--- src/rtl/isc_pkg.sv ---
`timescale 1ns/1ps
// Shared opcodes, TAP state encoding and sector mapping helpers for the
// flash configuration responder. Assumes 8-bit instructions, 64-bit masks.
package isc_pkg;

    localparam logic [7:0] OP_IDCODE   = 8'hFE;
    localparam logic [7:0] OP_CFG_RD   = 8'h07;
    localparam logic [7:0] OP_ENTER    = 8'h0C;
    localparam logic [7:0] OP_LEAVE    = 8'h0F;
    localparam logic [7:0] OP_NOOP     = 8'h10;
    localparam logic [7:0] OP_ADDR     = 8'h11;
    localparam logic [7:0] OP_CLR      = 8'h13;
    localparam logic [7:0] OP_PROG     = 8'h20;
    localparam logic [7:0] OP_PROG_SEC = 8'h22;
    localparam logic [7:0] OP_ERASE    = 8'h30;
    localparam logic [7:0] OP_BLANK    = 8'h60;

    localparam logic [7:0] ADDR_OPTION = 8'h50;
    localparam logic [7:0] ADDR_SECURE = 8'h80;
    localparam int         SEC_BASE    = 32;
    localparam int         OPT_ERASE_BIT = 49;

    localparam logic [1:0] RES_CLEAR = 2'd0;
    localparam logic [1:0] RES_FAIL  = 2'd1;
    localparam logic [1:0] RES_OK    = 2'd2;

    typedef enum logic [3:0] {
        ST_TLR, ST_IDLE,
        ST_SEL_DR, ST_CAP_DR, ST_SHF_DR, ST_EX1_DR, ST_PAU_DR, ST_EX2_DR, ST_UPD_DR,
        ST_SEL_IR, ST_CAP_IR, ST_SHF_IR, ST_EX1_IR, ST_PAU_IR, ST_EX2_IR, ST_UPD_IR
    } tap_state_t;

    typedef enum logic [1:0] {
        JOB_PROG, JOB_ERASE, JOB_BLANK, JOB_SECURE
    } job_t;

    // Length of the data register selected by an instruction (bypass is 1).
    function automatic logic [6:0] dr_len(input logic [7:0] op);
        case (op)
            OP_IDCODE:                               return 7'd32;
            OP_CFG_RD, OP_PROG, OP_ERASE, OP_BLANK:  return 7'd64;
            OP_NOOP, OP_ADDR:                        return 7'd8;
            default:                                 return 7'd1;
        endcase
    endfunction

    // Mask bit position of sector s: main sectors first, secondary from bit 32.
    function automatic int sect_pos(input int s, input int main_n);
        return (s < main_n) ? s : SEC_BASE + s - main_n;
    endfunction

endpackage

--- src/rtl/isc_tap_fsm.sv ---
`timescale 1ns/1ps
// TAP controller: standard 16-state walk driven by TMS on each TCK edge.
// Assumes synchronous active-low reset, which forces Test-Logic-Reset.
module isc_tap_fsm
    import isc_pkg::*;
(
    input  logic       tck,
    input  logic       rst_n,
    input  logic       tms,
    output tap_state_t state
);

    tap_state_t nxt;

    // Next-state selection from the current state and TMS.
    always_comb begin
        case (state)
            ST_TLR:    nxt = tms ? ST_TLR    : ST_IDLE;
            ST_IDLE:   nxt = tms ? ST_SEL_DR : ST_IDLE;
            ST_SEL_DR: nxt = tms ? ST_SEL_IR : ST_CAP_DR;
            ST_CAP_DR: nxt = tms ? ST_EX1_DR : ST_SHF_DR;
            ST_SHF_DR: nxt = tms ? ST_EX1_DR : ST_SHF_DR;
            ST_EX1_DR: nxt = tms ? ST_UPD_DR : ST_PAU_DR;
            ST_PAU_DR: nxt = tms ? ST_EX2_DR : ST_PAU_DR;
            ST_EX2_DR: nxt = tms ? ST_UPD_DR : ST_SHF_DR;
            ST_UPD_DR: nxt = tms ? ST_SEL_DR : ST_IDLE;
            ST_SEL_IR: nxt = tms ? ST_TLR    : ST_CAP_IR;
            ST_CAP_IR: nxt = tms ? ST_EX1_IR : ST_SHF_IR;
            ST_SHF_IR: nxt = tms ? ST_EX1_IR : ST_SHF_IR;
            ST_EX1_IR: nxt = tms ? ST_UPD_IR : ST_PAU_IR;
            ST_PAU_IR: nxt = tms ? ST_EX2_IR : ST_PAU_IR;
            ST_EX2_IR: nxt = tms ? ST_UPD_IR : ST_SHF_IR;
            default:   nxt = tms ? ST_SEL_DR : ST_IDLE;
        endcase
    end

    // State register.
    always_ff @(posedge tck) begin
        if (!rst_n) state <= ST_TLR;
        else        state <= nxt;
    end

endmodule

--- src/rtl/isc_scan_path.sv ---
`timescale 1ns/1ps
// Instruction register and the shared 64-bit shift register. IR scans use
// the low 8 bits; DR scans use the length the instruction selects, with TDI
// entering at bit len-1 and TDO taken from bit 0.
module isc_scan_path
    import isc_pkg::*;
#(
    parameter logic [31:0] ID_CODE = 32'h1C0D_E0A1
) (
    input  logic        tck,
    input  logic        rst_n,
    input  tap_state_t  state,
    input  logic        tdi,
    input  logic [7:0]  status_byte,
    input  logic [63:0] option_q,
    input  logic [63:0] blank_q,
    output logic [7:0]  ir,
    output logic [63:0] sr,
    output logic        tdo
);

    logic [63:0] cap_val;
    logic [63:0] shifted;
    logic [6:0]  len;
    logic [5:0]  top;

    // Parallel value captured into the shift register per instruction.
    always_comb begin
        case (ir)
            OP_IDCODE: cap_val = {32'b0, ID_CODE};
            OP_CFG_RD: cap_val = option_q;
            OP_NOOP:   cap_val = {56'b0, status_byte};
            OP_BLANK:  cap_val = blank_q;
            default:   cap_val = '0;
        endcase
    end

    // One shift step: move right, insert TDI at the top of the active length.
    always_comb begin
        len     = (state == ST_SHF_IR) ? 7'd8 : dr_len(ir);
        top     = 6'(len - 7'd1);
        shifted = sr >> 1;
        shifted[top] = tdi;
    end

    // Instruction register: no-op after reset or Test-Logic-Reset.
    always_ff @(posedge tck) begin
        if (!rst_n || state == ST_TLR) ir <= OP_NOOP;
        else if (state == ST_UPD_IR)   ir <= sr[7:0];
    end

    // Shift register: capture, then shift in the shift states.
    always_ff @(posedge tck) begin
        if (!rst_n) sr <= '0;
        else begin
            case (state)
                ST_CAP_IR:            sr <= 64'h01;
                ST_CAP_DR:            sr <= cap_val;
                ST_SHF_IR, ST_SHF_DR: sr <= shifted;
                default:              sr <= sr;
            endcase
        end
    end

    assign tdo = (state == ST_SHF_DR || state == ST_SHF_IR) ? sr[0] : 1'b0;

endmodule

--- src/rtl/isc_flash_core.sv ---
`timescale 1ns/1ps
// Configuration engine: mode bit, status, address, option word, security,
// sector words and the busy timer. Acts on Update-DR / Update-IR states.
// Assumes MAIN_SECT and SEC_SECT each at most 32 and BUSY_CYCLES >= 1.
module isc_flash_core
    import isc_pkg::*;
#(
    parameter int MAIN_SECT   = 4,
    parameter int SEC_SECT    = 4,
    parameter int BUSY_CYCLES = 20
) (
    input  logic        tck,
    input  logic        rst_n,
    input  tap_state_t  state,
    input  logic [7:0]  ir,
    input  logic [63:0] sr,
    output logic [7:0]  status_byte,
    output logic [63:0] option_q,
    output logic [63:0] blank_q,
    output logic        busy,
    output logic        op_start
);

    localparam int NSECT = MAIN_SECT + SEC_SECT;
    localparam int CW    = $clog2(BUSY_CYCLES + 1);
    localparam logic [7:0] MAIN_END = 8'(MAIN_SECT);
    localparam logic [7:0] SEC_LO   = 8'(SEC_BASE);
    localparam logic [7:0] SEC_END  = 8'(SEC_BASE + SEC_SECT);

    logic          mode_q, done_q, secure_q;
    logic [1:0]    res_q;
    logic [7:0]    addr_q, job_addr_q;
    logic [63:0]   job_data_q;
    logic [CW-1:0] cnt_q;
    job_t          job_q;
    logic [63:0]   words_q [NSECT];
    logic [NSECT-1:0] sect_blank;

    logic upd_dr, upd_ir, want, ok, op_reject, addr_sect;
    job_t want_job;

    // Per-sector erased flag.
    generate
        for (genvar s = 0; s < NSECT; s++) begin : g_blank
            assign sect_blank[s] = &words_q[s];
        end
    endgenerate

    // Decode a request and decide whether it is accepted or rejected.
    always_comb begin
        upd_dr    = (state == ST_UPD_DR);
        upd_ir    = (state == ST_UPD_IR);
        addr_sect = (addr_q < MAIN_END) || (addr_q >= SEC_LO && addr_q < SEC_END);
        want      = 1'b0;
        want_job  = JOB_PROG;
        ok        = mode_q;
        if (upd_dr && ir == OP_PROG) begin
            want = 1'b1; want_job = JOB_PROG;
            ok   = mode_q && (addr_sect || addr_q == ADDR_OPTION);
        end else if (upd_dr && ir == OP_ERASE) begin
            want = 1'b1; want_job = JOB_ERASE;
        end else if (upd_dr && ir == OP_BLANK) begin
            want = 1'b1; want_job = JOB_BLANK;
        end else if (upd_ir && sr[7:0] == OP_PROG_SEC) begin
            want = 1'b1; want_job = JOB_SECURE;
            ok   = mode_q && addr_q == ADDR_SECURE;
        end
        op_start  = !busy && want && ok;
        op_reject = !busy && want && !ok;
    end

    // Control and status state, busy timer and job completion.
    always_ff @(posedge tck) begin
        if (!rst_n) begin
            mode_q <= 1'b0; done_q <= 1'b0; secure_q <= 1'b0; res_q <= RES_CLEAR;
            addr_q <= '0; job_addr_q <= '0; job_data_q <= '0; cnt_q <= '0;
            job_q <= JOB_PROG; busy <= 1'b0; option_q <= '0; blank_q <= '0;
            for (int s = 0; s < NSECT; s++) words_q[s] <= '1;
        end else begin
            if (upd_dr && ir == OP_ADDR)          addr_q <= sr[7:0];
            if (upd_ir && sr[7:0] == OP_ENTER)    mode_q <= 1'b1;
            if (upd_ir && sr[7:0] == OP_LEAVE)    mode_q <= 1'b0;
            if (op_start) begin
                busy <= 1'b1; done_q <= 1'b0; cnt_q <= CW'(BUSY_CYCLES);
                job_q <= want_job; job_data_q <= sr; job_addr_q <= addr_q;
            end
            if (op_reject) begin
                done_q <= 1'b1; res_q <= RES_FAIL;
            end
            if (busy) begin
                if (cnt_q > CW'(1)) cnt_q <= cnt_q - CW'(1);
                else begin
                    busy <= 1'b0; done_q <= 1'b1; res_q <= RES_OK;
                    case (job_q)
                        JOB_PROG: begin
                            if (job_addr_q == ADDR_OPTION) option_q <= job_data_q;
                            for (int s = 0; s < NSECT; s++)
                                if (job_addr_q == 8'(sect_pos(s, MAIN_SECT)))
                                    words_q[s] <= words_q[s] & job_data_q;
                        end
                        JOB_ERASE: begin
                            if (&job_data_q) begin
                                for (int s = 0; s < NSECT; s++) words_q[s] <= '1;
                                option_q <= '0; secure_q <= 1'b0;
                            end else if (job_data_q == (64'd1 << OPT_ERASE_BIT)) begin
                                option_q <= '0;
                            end else begin
                                for (int s = 0; s < NSECT; s++)
                                    if (job_data_q[sect_pos(s, MAIN_SECT)]) words_q[s] <= '1;
                            end
                        end
                        JOB_BLANK: begin
                            blank_q <= '0;
                            for (int s = 0; s < NSECT; s++)
                                blank_q[sect_pos(s, MAIN_SECT)] <=
                                    job_data_q[sect_pos(s, MAIN_SECT)] & !sect_blank[s];
                        end
                        default: secure_q <= 1'b1;
                    endcase
                end
            end
            if (upd_ir && sr[7:0] == OP_CLR) res_q <= RES_CLEAR;
        end
    end

    assign status_byte = {1'b0, secure_q, 2'b00, mode_q, done_q, res_q};

endmodule

--- src/rtl/isc_flash_tap.sv ---
`timescale 1ns/1ps
// Top: TAP controller, scan path and configuration engine for the flash
// configuration port. Assumes one TCK domain and synchronous reset.
module isc_flash_tap
    import isc_pkg::*;
#(
    parameter logic [31:0] ID_CODE     = 32'h1C0D_E0A1,
    parameter int          MAIN_SECT   = 4,
    parameter int          SEC_SECT    = 4,
    parameter int          BUSY_CYCLES = 20
) (
    input  logic tck,
    input  logic trst_n,
    input  logic tms,
    input  logic tdi,
    output logic tdo
);

    tap_state_t  state;
    logic [7:0]  ir;
    logic [63:0] sr;
    logic [7:0]  status_byte;
    logic [63:0] option_q, blank_q;
    logic        busy, op_start;

    isc_tap_fsm u_fsm (
        .tck(tck), .rst_n(trst_n), .tms(tms), .state(state)
    );

    isc_scan_path #(.ID_CODE(ID_CODE)) u_scan (
        .tck(tck), .rst_n(trst_n), .state(state), .tdi(tdi),
        .status_byte(status_byte), .option_q(option_q), .blank_q(blank_q),
        .ir(ir), .sr(sr), .tdo(tdo)
    );

    isc_flash_core #(
        .MAIN_SECT(MAIN_SECT), .SEC_SECT(SEC_SECT), .BUSY_CYCLES(BUSY_CYCLES)
    ) u_core (
        .tck(tck), .rst_n(trst_n), .state(state), .ir(ir), .sr(sr),
        .status_byte(status_byte), .option_q(option_q), .blank_q(blank_q),
        .busy(busy), .op_start(op_start)
    );

endmodule

--- config.mk ---
export PLATFORM = sky130hd
export DESIGN_NAME = isc_flash_tap
export DESIGN_NICKNAME = d
export VERILOG_FILES = /design/src/rtl/isc_pkg.sv /design/src/rtl/isc_tap_fsm.sv /design/src/rtl/isc_scan_path.sv /design/src/rtl/isc_flash_core.sv /design/src/rtl/isc_flash_tap.sv
export SDC_FILE = /design/constraint.sdc
export NUM_CORES = 1
export LEC_CHECK = 0
export ABC_AREA = 1
export ABC_CLOCK_PERIOD_IN_PS = 7600
export BUFFER_PORTS_ARGS = -buffer_cell sky130_fd_sc_hd__buf_2
export CORE_ASPECT_RATIO = 0.75
export CORE_MARGIN = 8
export CORE_UTILIZATION = 60
export CTS_CLUSTER_SIZE = 14
export DETAILED_ROUTE_END_ITERATION = 10
export HOLD_SLACK_MARGIN = 0.05
export PLACE_DENSITY = 0.76
export SLEW_MARGIN = 20
export SYNTH_ARGS = -nofsm -noshare
export SYNTH_HDL_FRONTEND = slang
export SYNTH_SLANG_ARGS = --single-unit
--- constraint.sdc ---
create_clock -name tck -period 7.6 [get_ports tck]
set_input_delay 1.14 -clock tck [delete_from_list [all_inputs] [get_ports tck]]
set_output_delay 1.14 -clock tck [all_outputs]
set_load 0.01 [all_outputs]
==> results of run 1 <==
==> kinds of logic (layout without fill, tap and decap cells) <==
group	after synthesis	in the layout	share of synthesized area (%)
fa+ha+maj	4	4	0.169
simple gates	1537	1537	22.8
xor+xnor	3	3	0.0888
flops	753	753	57.4
buf+inv	490	405	7.04
compound gates	680	680	12.4
==> area by class of cell <==
cell class	count	area share, %
Multi-Input combinational cell	2224	33.4
Timing Repair Buffer	44	1.06
Clock inverter	16	0.471
Tap cell	648	2.54
Inverter	235	2.78
Clock buffer	110	6.39
Sequential cell	753	53.3
==> per-stage QoR <==
step,instances,setup WS (ns),cell area (um2),power (W)
CTS,4030,3.63,31800,0.00799
finish,4030,3.46,31900,0.00798
global route,4030,3.22,31900,0.00819
global placement,3902,3.16,29600,0.00462
detailed placement,3904,3.07,29600,0.00464
floorplan,3467,3.23,29600,0.00454
==> synth_stat cells, types with 2 or more instances <==
master / number / area [um2]
inv_1: 227 / 852
o22ai_1: 85 / 532
dfxtp_1: 561 / 11200
nand2_1: 862 / 3240
a31o_2: 3 / 26.3
nor2_4: 2 / 22.5
buf_6: 12 / 135
nor2_1: 140 / 526
o211ai_1: 9 / 67.6
a31oi_1: 11 / 68.8
nand3_2: 2 / 20.0
nor3_1: 20 / 100
a21oi_2: 2 / 17.5
clkinv_1: 2 / 7.51
o21ai_0: 418 / 2090
nand4_1: 158 / 988
a211oi_1: 4 / 30.0
nand3b_1: 2 / 15.0
or2_2: 2 / 12.5
a22oi_1: 7 / 52.6
nor2_2: 5 / 31.3
buf_1: 13 / 48.8
clkbuf_1: 156 / 586
nand2_4: 2 / 22.5
xor2_1: 2 / 17.5
o221ai_1: 12 / 105
a21oi_1: 121 / 606
buf_4: 25 / 188
nor3_2: 3 / 30.0
inv_2: 6 / 22.5
ha_1: 4 / 50.1
nor4_1: 35 / 219
edfxtp_1: 192 / 5770
nand3_1: 300 / 1500
buf_2: 49 / 245
==> critical path: stages, from the launching register on <==
cell and delay [ns]:
dfxtp_1 0.83, nand2_1 0.11, inv_1 0.08, nand2_1 0.05
nor2_1 0.10, nand2_1 0.06, nor2_1 0.29, nand2_1 0.21
inv_1 0.14, nand3_1 0.15, nand3_1 0.14, nor2_1 0.07
nand3_4 0.75, buf_4 0.61, nand3_1 0.17
==> path summary, 6_finish.rpt <==
| check | startpoint | to | slack, ns | depth (start not counted) |
|---|---|---|---|---|
| max | u_core.job_data_q[63] | u_core.words_q[0][109] | 3.46 | 14 |
| min | u_core.words_q[0][59] | u_core.words_q[0][59] | 0.46 | 2 |
| max reg2reg | u_core.job_data_q[63] | u_core.words_q[0][109] | 3.46 | 14 |
| min reg2reg | u_core.words_q[0][59] | u_core.words_q[0][59] | 0.46 | 2 |
==> routing by layer <==
layer | up-vias | share of wire, %
met5 | - | 0
met4 | 0 | 3.9
met3 | 273 | 12
met2 | 1561 | 44
met1 | 12100 | 41
li1 | 11500 | -
==> power breakdown <==
group / internal (W) / switching [W] / leakage (nW)
Clock: 0.00192 / 0.00149 / 1.08
Combinational: 0.0000822 / 0.000263 / 4.28
Sequential: 0.00417 / 0.0000573 / 5.85
Total: 0.00617 / 0.00181 / 11.2
==> state kept, by name (all words and copies together), names as in the netlist, 5 cells and up <==
register           flops
u_core.cnt_q           5
u_core.words_q       512
u_core.blank_q         8
u_scan.sr             64
u_core.job_data_q     64
u_core.addr_q          8
u_core.job_addr_q      8
u_scan.ir              8
u_core.option_q       64
==> impl_metrics.xml, run 1 <==
<?xml version="1.0" encoding="UTF-8"?>
<metrics>
  <group name="run_status">
    <metric name="run_status" unit="">completed</metric>
  </group>
  <group name="cts">
    <metric name="numCtsBuffers" unit="">70</metric>
    <metric name="cts_hold_buffers" unit="">0</metric>
    <metric name="ctsLongestPathBuffers" unit="">3</metric>
    <metric name="post_cts_buffers" unit="">0</metric>
    <metric name="cts.repair.resized" unit="">0</metric>
    <metric name="clock_tree_from_tritoncts" unit="">built</metric>
    <metric name="clkSinkCount" unit="">753</metric>
    <metric name="clk_transition_reported_paths" unit="ns">0.06</metric>
    <metric name="ctsRootBufferMaster" unit="">clkbuf_16</metric>
    <metric name="htree_levels" unit="">3</metric>
    <metric name="clock_insertion_delay_worst_skew" unit="ns">0.62</metric>
  </group>
  <group name="synthesis">
    <metric name="seq_area_frac_synth" unit="%">57.4</metric>
    <metric name="synth_fp_nets" unit="">3475</metric>
    <metric name="synth-edff-count" unit="">192</metric>
    <metric name="synth_cells" unit="">3467</metric>
    <metric name="synth-warning-count" unit="">0</metric>
    <metric name="synth-seq-cells" unit="">753</metric>
    <metric name="synthArstFlopShare" unit="%">0</metric>
    <metric name="synth_cell_type_count" unit="">48</metric>
    <metric name="synthFlopType" unit="">dfxtp_1</metric>
    <metric name="syn_area" unit="um2">29600</metric>
    <metric name="syn_avg_cell_area" unit="um2">8.54</metric>
  </group>
  <group name="power_and_ir_drop">
    <metric name="p_leak" unit="nW">11.2</metric>
    <metric name="ir_drop" unit="mV">0.176</metric>
    <metric name="powerDensity" unit="nW/um2">250</metric>
  </group>
  <group name="run">
    <metric name="count_of_max_cap_constraint_violations" unit="">0</metric>
  </group>
  <group name="finish">
    <metric name="n_fill_cell" unit="">3903</metric>
    <metric name="flow.area_growth_from_synthesis" unit="%">7.70</metric>
    <metric name="layout_commonest_cell" unit="">nand2_1</metric>
    <metric name="layout-drive-gt1-share" unit="%">5.62</metric>
    <metric name="area_of_the_multi_input_gates" unit="um2">10700</metric>
    <metric name="n_antenna_cell" unit="">0</metric>
    <metric name="most_used_cells_in_the_layout_excluding_fill_and_tap_cells" unit="">nand2_1, dfxtp_1, o21ai_0</metric>
    <metric name="sequential_cell_area" unit="um2">17000</metric>
    <metric name="utilization" unit="%">65.5</metric>
    <metric name="fin_nets" unit="">3336</metric>
  </group>
  <group name="critical_path">
    <metric name="endpoint_kind" unit="">register</metric>
    <metric name="critPathLaunchType" unit="">register</metric>
    <metric name="worst-setup-path-type" unit="">reg -&gt; reg</metric>
    <metric name="cp.arrival" unit="ns">4.46</metric>
    <metric name="critical_path_required" unit="ns">7.92</metric>
    <metric name="crit_fanout" unit="">98</metric>
  </group>
  <group name="sta">
    <metric name="timing.final.crit_share" unit="%">54.5</metric>
    <metric name="finalHoldViolations" unit="">0</metric>
    <metric name="worst_pin_slew" unit="ns">1.26</metric>
    <metric name="slew_limit_headroom" unit="%">15.5</metric>
    <metric name="grt_setup_unrepaired" unit="">false</metric>
    <metric name="clock_skew" unit="ns">0.0216</metric>
    <metric name="timing.setup.tns" unit="ns">0</metric>
    <metric name="worst_hold_slack_across_all_endpoints" unit="ns">0.462</metric>
    <metric name="post-route-min-period" unit="ns">4.14</metric>
    <metric name="final_slew_viol_count" unit="">0</metric>
    <metric name="clock.fmax" unit="MHz">241</metric>
    <metric name="setup_viol_count_final" unit="">0</metric>
  </group>
  <group name="floorplanning">
    <metric name="fp.coreArea" unit="um2">48700</metric>
    <metric name="die_y" unit="um">208</metric>
    <metric name="rows" unit="">70</metric>
    <metric name="design.portCount" unit="">5</metric>
    <metric name="dieWidth" unit="um">272</metric>
    <metric name="fp.dieArea" unit="um2">56800</metric>
    <metric name="initial_utilization" unit="%">60.8</metric>
  </group>
  <group name="global_route">
    <metric name="grt_busiest_layer" unit="">met2</metric>
    <metric name="grt-ovfl-total" unit="">0</metric>
    <metric name="grt_first_pass_wirelength" unit="um">131000</metric>
    <metric name="grt_util_met2" unit="%">43.8</metric>
    <metric name="met3_usage" unit="%">6.70</metric>
    <metric name="grt_max_degree" unit="">99</metric>
    <metric name="global_route.usage.total" unit="%">28.6</metric>
    <metric name="first_global_vias" unit="">23800</metric>
    <metric name="grt.met1_usage" unit="%">39.0</metric>
    <metric name="grt_antenna_before_repair" unit="">1</metric>
  </group>
  <group name="detailed_routing">
    <metric name="avgViaCountPerCell" unit="">6.31</metric>
    <metric name="count_of_unresolved_drc_violations_after_routing" unit="">0</metric>
    <metric name="via_total_after_detailed_routing" unit="">25400</metric>
    <metric name="drt_wl_total" unit="um">84400</metric>
    <metric name="drt_first_iter_violations" unit="">3312</metric>
    <metric name="drt_pass1_iterations" unit="">9</metric>
    <metric name="wl_per_cell" unit="um">20.9</metric>
    <metric name="route.antenna.remaining_nets" unit="">0</metric>
  </group>
  <group name="placement">
    <metric name="place.port_buffers" unit="">4</metric>
    <metric name="dp_hpwl" unit="um">51200</metric>
    <metric name="globalplace.congestion" unit="">0.932</metric>
  </group>
  <group name="min_path">
    <metric name="hold_class" unit="">reg -&gt; reg</metric>
  </group>
</metrics>
Power figures use the tool's default switching activity.
==> run 2: changes to the inputs <==
ABC_AREA = 0   (was 1)
ABC_CLOCK_PERIOD_IN_PS = 3500   (was 7600)
CORE_UTILIZATION = 57   (was 60)
PLACE_DENSITY = 0.75   (was 0.76)
clock period = 3.5 ns   (was 7.6 ns; I/O delays follow)
==> impl_metrics.xml, run 2 <==
<?xml version="1.0" encoding="UTF-8"?>
<metrics>
  <group name="floorplanning">
    <metric name="fp.dieArea" unit="um2">57100</metric>
    <metric name="fp.coreArea" unit="um2">48900</metric>
    <metric name="rows" unit="">70</metric>
    <metric name="initial_utilization" unit="%">57.9</metric>
    <metric name="die_y" unit="um">209</metric>
    <metric name="dieWidth" unit="um">273</metric>
    <metric name="design.portCount" unit="">5</metric>
  </group>
  <group name="finish">
    <metric name="layout-drive-gt1-share" unit="%">9.92</metric>
    <metric name="largest_register_ffs" unit="">512</metric>
    <metric name="finish.cell_count_without_fillers" unit="">3723</metric>
    <metric name="utilization" unit="%">64.8</metric>
    <metric name="register_ranked_first_by_flip_flop_count" unit="">u_core.words_q</metric>
    <metric name="layout_commonest_cell" unit="">nand2_1</metric>
    <metric name="flow.area_growth_from_synthesis" unit="%">12.0</metric>
    <metric name="fin_nets" unit="">3031</metric>
    <metric name="most_used_cells_in_the_layout_excluding_fill_and_tap_cells" unit="">nand2_1, dfxtp_1, o21ai_0</metric>
    <metric name="n_fill_cell" unit="">3790</metric>
  </group>
  <group name="critical_path">
    <metric name="crit_fanout" unit="">17</metric>
    <metric name="critPathLaunchType" unit="">register</metric>
    <metric name="critical_path_required" unit="ns">3.97</metric>
    <metric name="cp.arrival" unit="ns">3.68</metric>
    <metric name="endpoint_kind" unit="">register</metric>
    <metric name="worst-setup-path-type" unit="">reg -&gt; reg</metric>
  </group>
  <group name="cts">
    <metric name="clock_insertion_delay_worst_skew" unit="ns">0.60</metric>
    <metric name="cts.repair.resized" unit="">0</metric>
    <metric name="clk_transition_reported_paths" unit="ns">0.06</metric>
    <metric name="clkSinkCount" unit="">753</metric>
    <metric name="ctsLongestPathBuffers" unit="">3</metric>
    <metric name="ctsRootBufferMaster" unit="">clkbuf_16</metric>
    <metric name="clock_tree_from_tritoncts" unit="">built</metric>
    <metric name="post_cts_buffers" unit="">0</metric>
    <metric name="htree_levels" unit="">3</metric>
    <metric name="numCtsBuffers" unit="">70</metric>
    <metric name="cts_hold_buffers" unit="">0</metric>
  </group>
  <group name="sta">
    <metric name="clock.fmax" unit="MHz">312</metric>
    <metric name="final_slew_viol_count" unit="">0</metric>
    <metric name="post-route-min-period" unit="ns">3.20</metric>
    <metric name="timing.setup.tns" unit="ns">0</metric>
    <metric name="clock_skew" unit="ns">0.0198</metric>
    <metric name="worst_pin_slew" unit="ns">1.11</metric>
    <metric name="slew_limit_headroom" unit="%">25.5</metric>
    <metric name="setup_viol_count_final" unit="">0</metric>
    <metric name="finalHoldViolations" unit="">0</metric>
    <metric name="timing.final.crit_share" unit="%">91.5</metric>
    <metric name="grt_setup_unrepaired" unit="">false</metric>
  </group>
  <group name="synthesis">
    <metric name="synthArstFlopShare" unit="%">0</metric>
    <metric name="compound_cell_area_share_of_the_yosys_netlist" unit="%">14.5</metric>
    <metric name="synth-edff-count" unit="">192</metric>
    <metric name="synth_cell_type_count" unit="">67</metric>
    <metric name="synth-seq-cells" unit="">753</metric>
    <metric name="synth_common_cells" unit="">nand2_1, dfxtp_1, o21ai_0</metric>
    <metric name="synthDominantCellAreaShare" unit="%">39.7</metric>
    <metric name="synth_top_family_by_area" unit="">simple AND/OR/NAND/NOR gates</metric>
    <metric name="synth_fp_nets" unit="">3064</metric>
    <metric name="muxShareOfSynthArea" unit="%">0.482</metric>
    <metric name="synthFlopType" unit="">dfxtp_1</metric>
    <metric name="synth_cells" unit="">3056</metric>
    <metric name="syn_area" unit="um2">28300</metric>
    <metric name="synth-warning-count" unit="">0</metric>
    <metric name="synthSimpleGateAreaFrac" unit="%">21.1</metric>
    <metric name="largest_area_contributor_in_the_netlist" unit="">dfxtp_1</metric>
    <metric name="syn_avg_cell_area" unit="um2">9.25</metric>
    <metric name="synth_area_leaders" unit="">dfxtp_1, edfxtp_1, nand2_1</metric>
    <metric name="synth_most_common_cell" unit="">nand2_1</metric>
    <metric name="post_synth_fa_ha_maj_area_fraction" unit="%">0.177</metric>
    <metric name="synthXorXnorAreaFrac" unit="%">0</metric>
    <metric name="seq_area_frac_synth" unit="%">60.1</metric>
  </group>
  <group name="global_route">
    <metric name="grt_max_degree" unit="">68</metric>
    <metric name="global_route.usage.total" unit="%">28.6</metric>
    <metric name="grt-ovfl-total" unit="">0</metric>
    <metric name="grt_first_pass_wirelength" unit="um">130000</metric>
    <metric name="grt_antenna_before_repair" unit="">1</metric>
    <metric name="first_global_vias" unit="">22500</metric>
  </group>
  <group name="run">
    <metric name="count_of_max_cap_constraint_violations" unit="">0</metric>
  </group>
  <group name="detailed_routing">
    <metric name="drt_first_iter_violations" unit="">3229</metric>
    <metric name="wl_per_cell" unit="um">22.5</metric>
    <metric name="route.antenna.remaining_nets" unit="">0</metric>
    <metric name="drt_pass1_iterations" unit="">7</metric>
    <metric name="drt_wl_total" unit="um">83800</metric>
    <metric name="via_total_after_detailed_routing" unit="">23800</metric>
    <metric name="avgViaCountPerCell" unit="">6.40</metric>
    <metric name="count_of_unresolved_drc_violations_after_routing" unit="">0</metric>
  </group>
  <group name="min_path">
    <metric name="hold_class" unit="">in -&gt; reg</metric>
  </group>
  <group name="power_and_ir_drop">
    <metric name="powerDensity" unit="nW/um2">530</metric>
    <metric name="ir_drop" unit="mV">0.459</metric>
    <metric name="power.total" unit="W">0.0168</metric>
    <metric name="p_leak" unit="nW">10.8</metric>
  </group>
  <group name="placement">
    <metric name="dp_hpwl" unit="um">53700</metric>
    <metric name="globalplace.congestion" unit="">0.955</metric>
    <metric name="place.port_buffers" unit="">4</metric>
    <metric name="placed_cells_incl_taps" unit="">3599</metric>
  </group>
  <group name="run_status">
    <metric name="run_status" unit="">completed</metric>
  </group>
</metrics>
run 2: cell count changes in the layout (fill, tap and decap cells not counted), sizes merged, moves of 78 or more:
cell,change
buf,+89
nor2,-90
nand3,-280
nand2,+78
inv,-213
o22ai,-85
run 2: cell type report:
class | count | area [um2] | share of cell area (%)
Multi-Input combinational cell | 2045 | 10400 | 32.9
Tap cell | 648 | 811 | 2.56
Clock buffer | 103 | 2050 | 6.47
Timing Repair Buffer | 133 | 1150 | 3.63
Antenna cell | 1 | 2.50 | 0.00790
Inverter | 20 | 77.6 | 0.245
Clock inverter | 20 | 175 | 0.553
Sequential cell | 753 | 17000 | 53.7
run 2: cell families after synthesis:
kind of cell,Yosys count
buf+inv,258
mux,13
simple gates,1334
compound gates,694
fa+ha+maj,4
flops,753
run 2: worst paths after layout:
path	to	slack, ns	start	cells after the start
setup reg to reg	u_scan.sr[23]	0.30	u_fsm.state[3]	10
hold / removal	u_fsm.state[3]	0.30	tms	3
hold reg to reg	u_core.blank_q[1]	0.46	u_core.blank_q[1]	2
setup / recovery	u_scan.sr[23]	0.30	u_fsm.state[3]	10
run 2: critical path, stage by stage, from the launching register on:
cell      delay, ns
dfxtp_1        0.46
and4b_1        0.28
a31o_2         0.25
nor4_2         0.34
inv_1          0.19
ha_1           0.39
inv_1          0.15
or3_1          0.41
mux2_2         0.27
a221oi_1       0.24
nor2_1         0.08
run 2: per-layer routing:
metal  share of wire (%)  track usage, %  vias up
met5               0.023               0        -
met4                 4.0            11.2        2
met3                  12            8.01      227
met2                  43            42.0     1353
met1                  41            39.7    11600
li1                    -               -    10700
run 2: where the power goes:
group	internal, W	switching [W]	total, W
Clock	0.00422	0.00323	0.00745
Sequential	0.00897	0.0000370	0.00900
Combinational	0.0000848	0.000263	0.000347
run 2: metrics by stage:
| step | setup WS (ns) | instance area, um2 | hold slack, ns |
|---|---|---|---|
| 2_1_floorplan | -1.43 | 28300 | 0.431 |
| 3_3_place_gp | 0.403 | 29400 | 0.445 |
| 3_5_place_dp | 0.433 | 29400 | 0.451 |
| 4_1_cts | 0.341 | 31600 | 0.283 |
| 5_1_grt | 0.164 | 31700 | 0.318 |
| 6_report | 0.298 | 31700 | 0.298 |
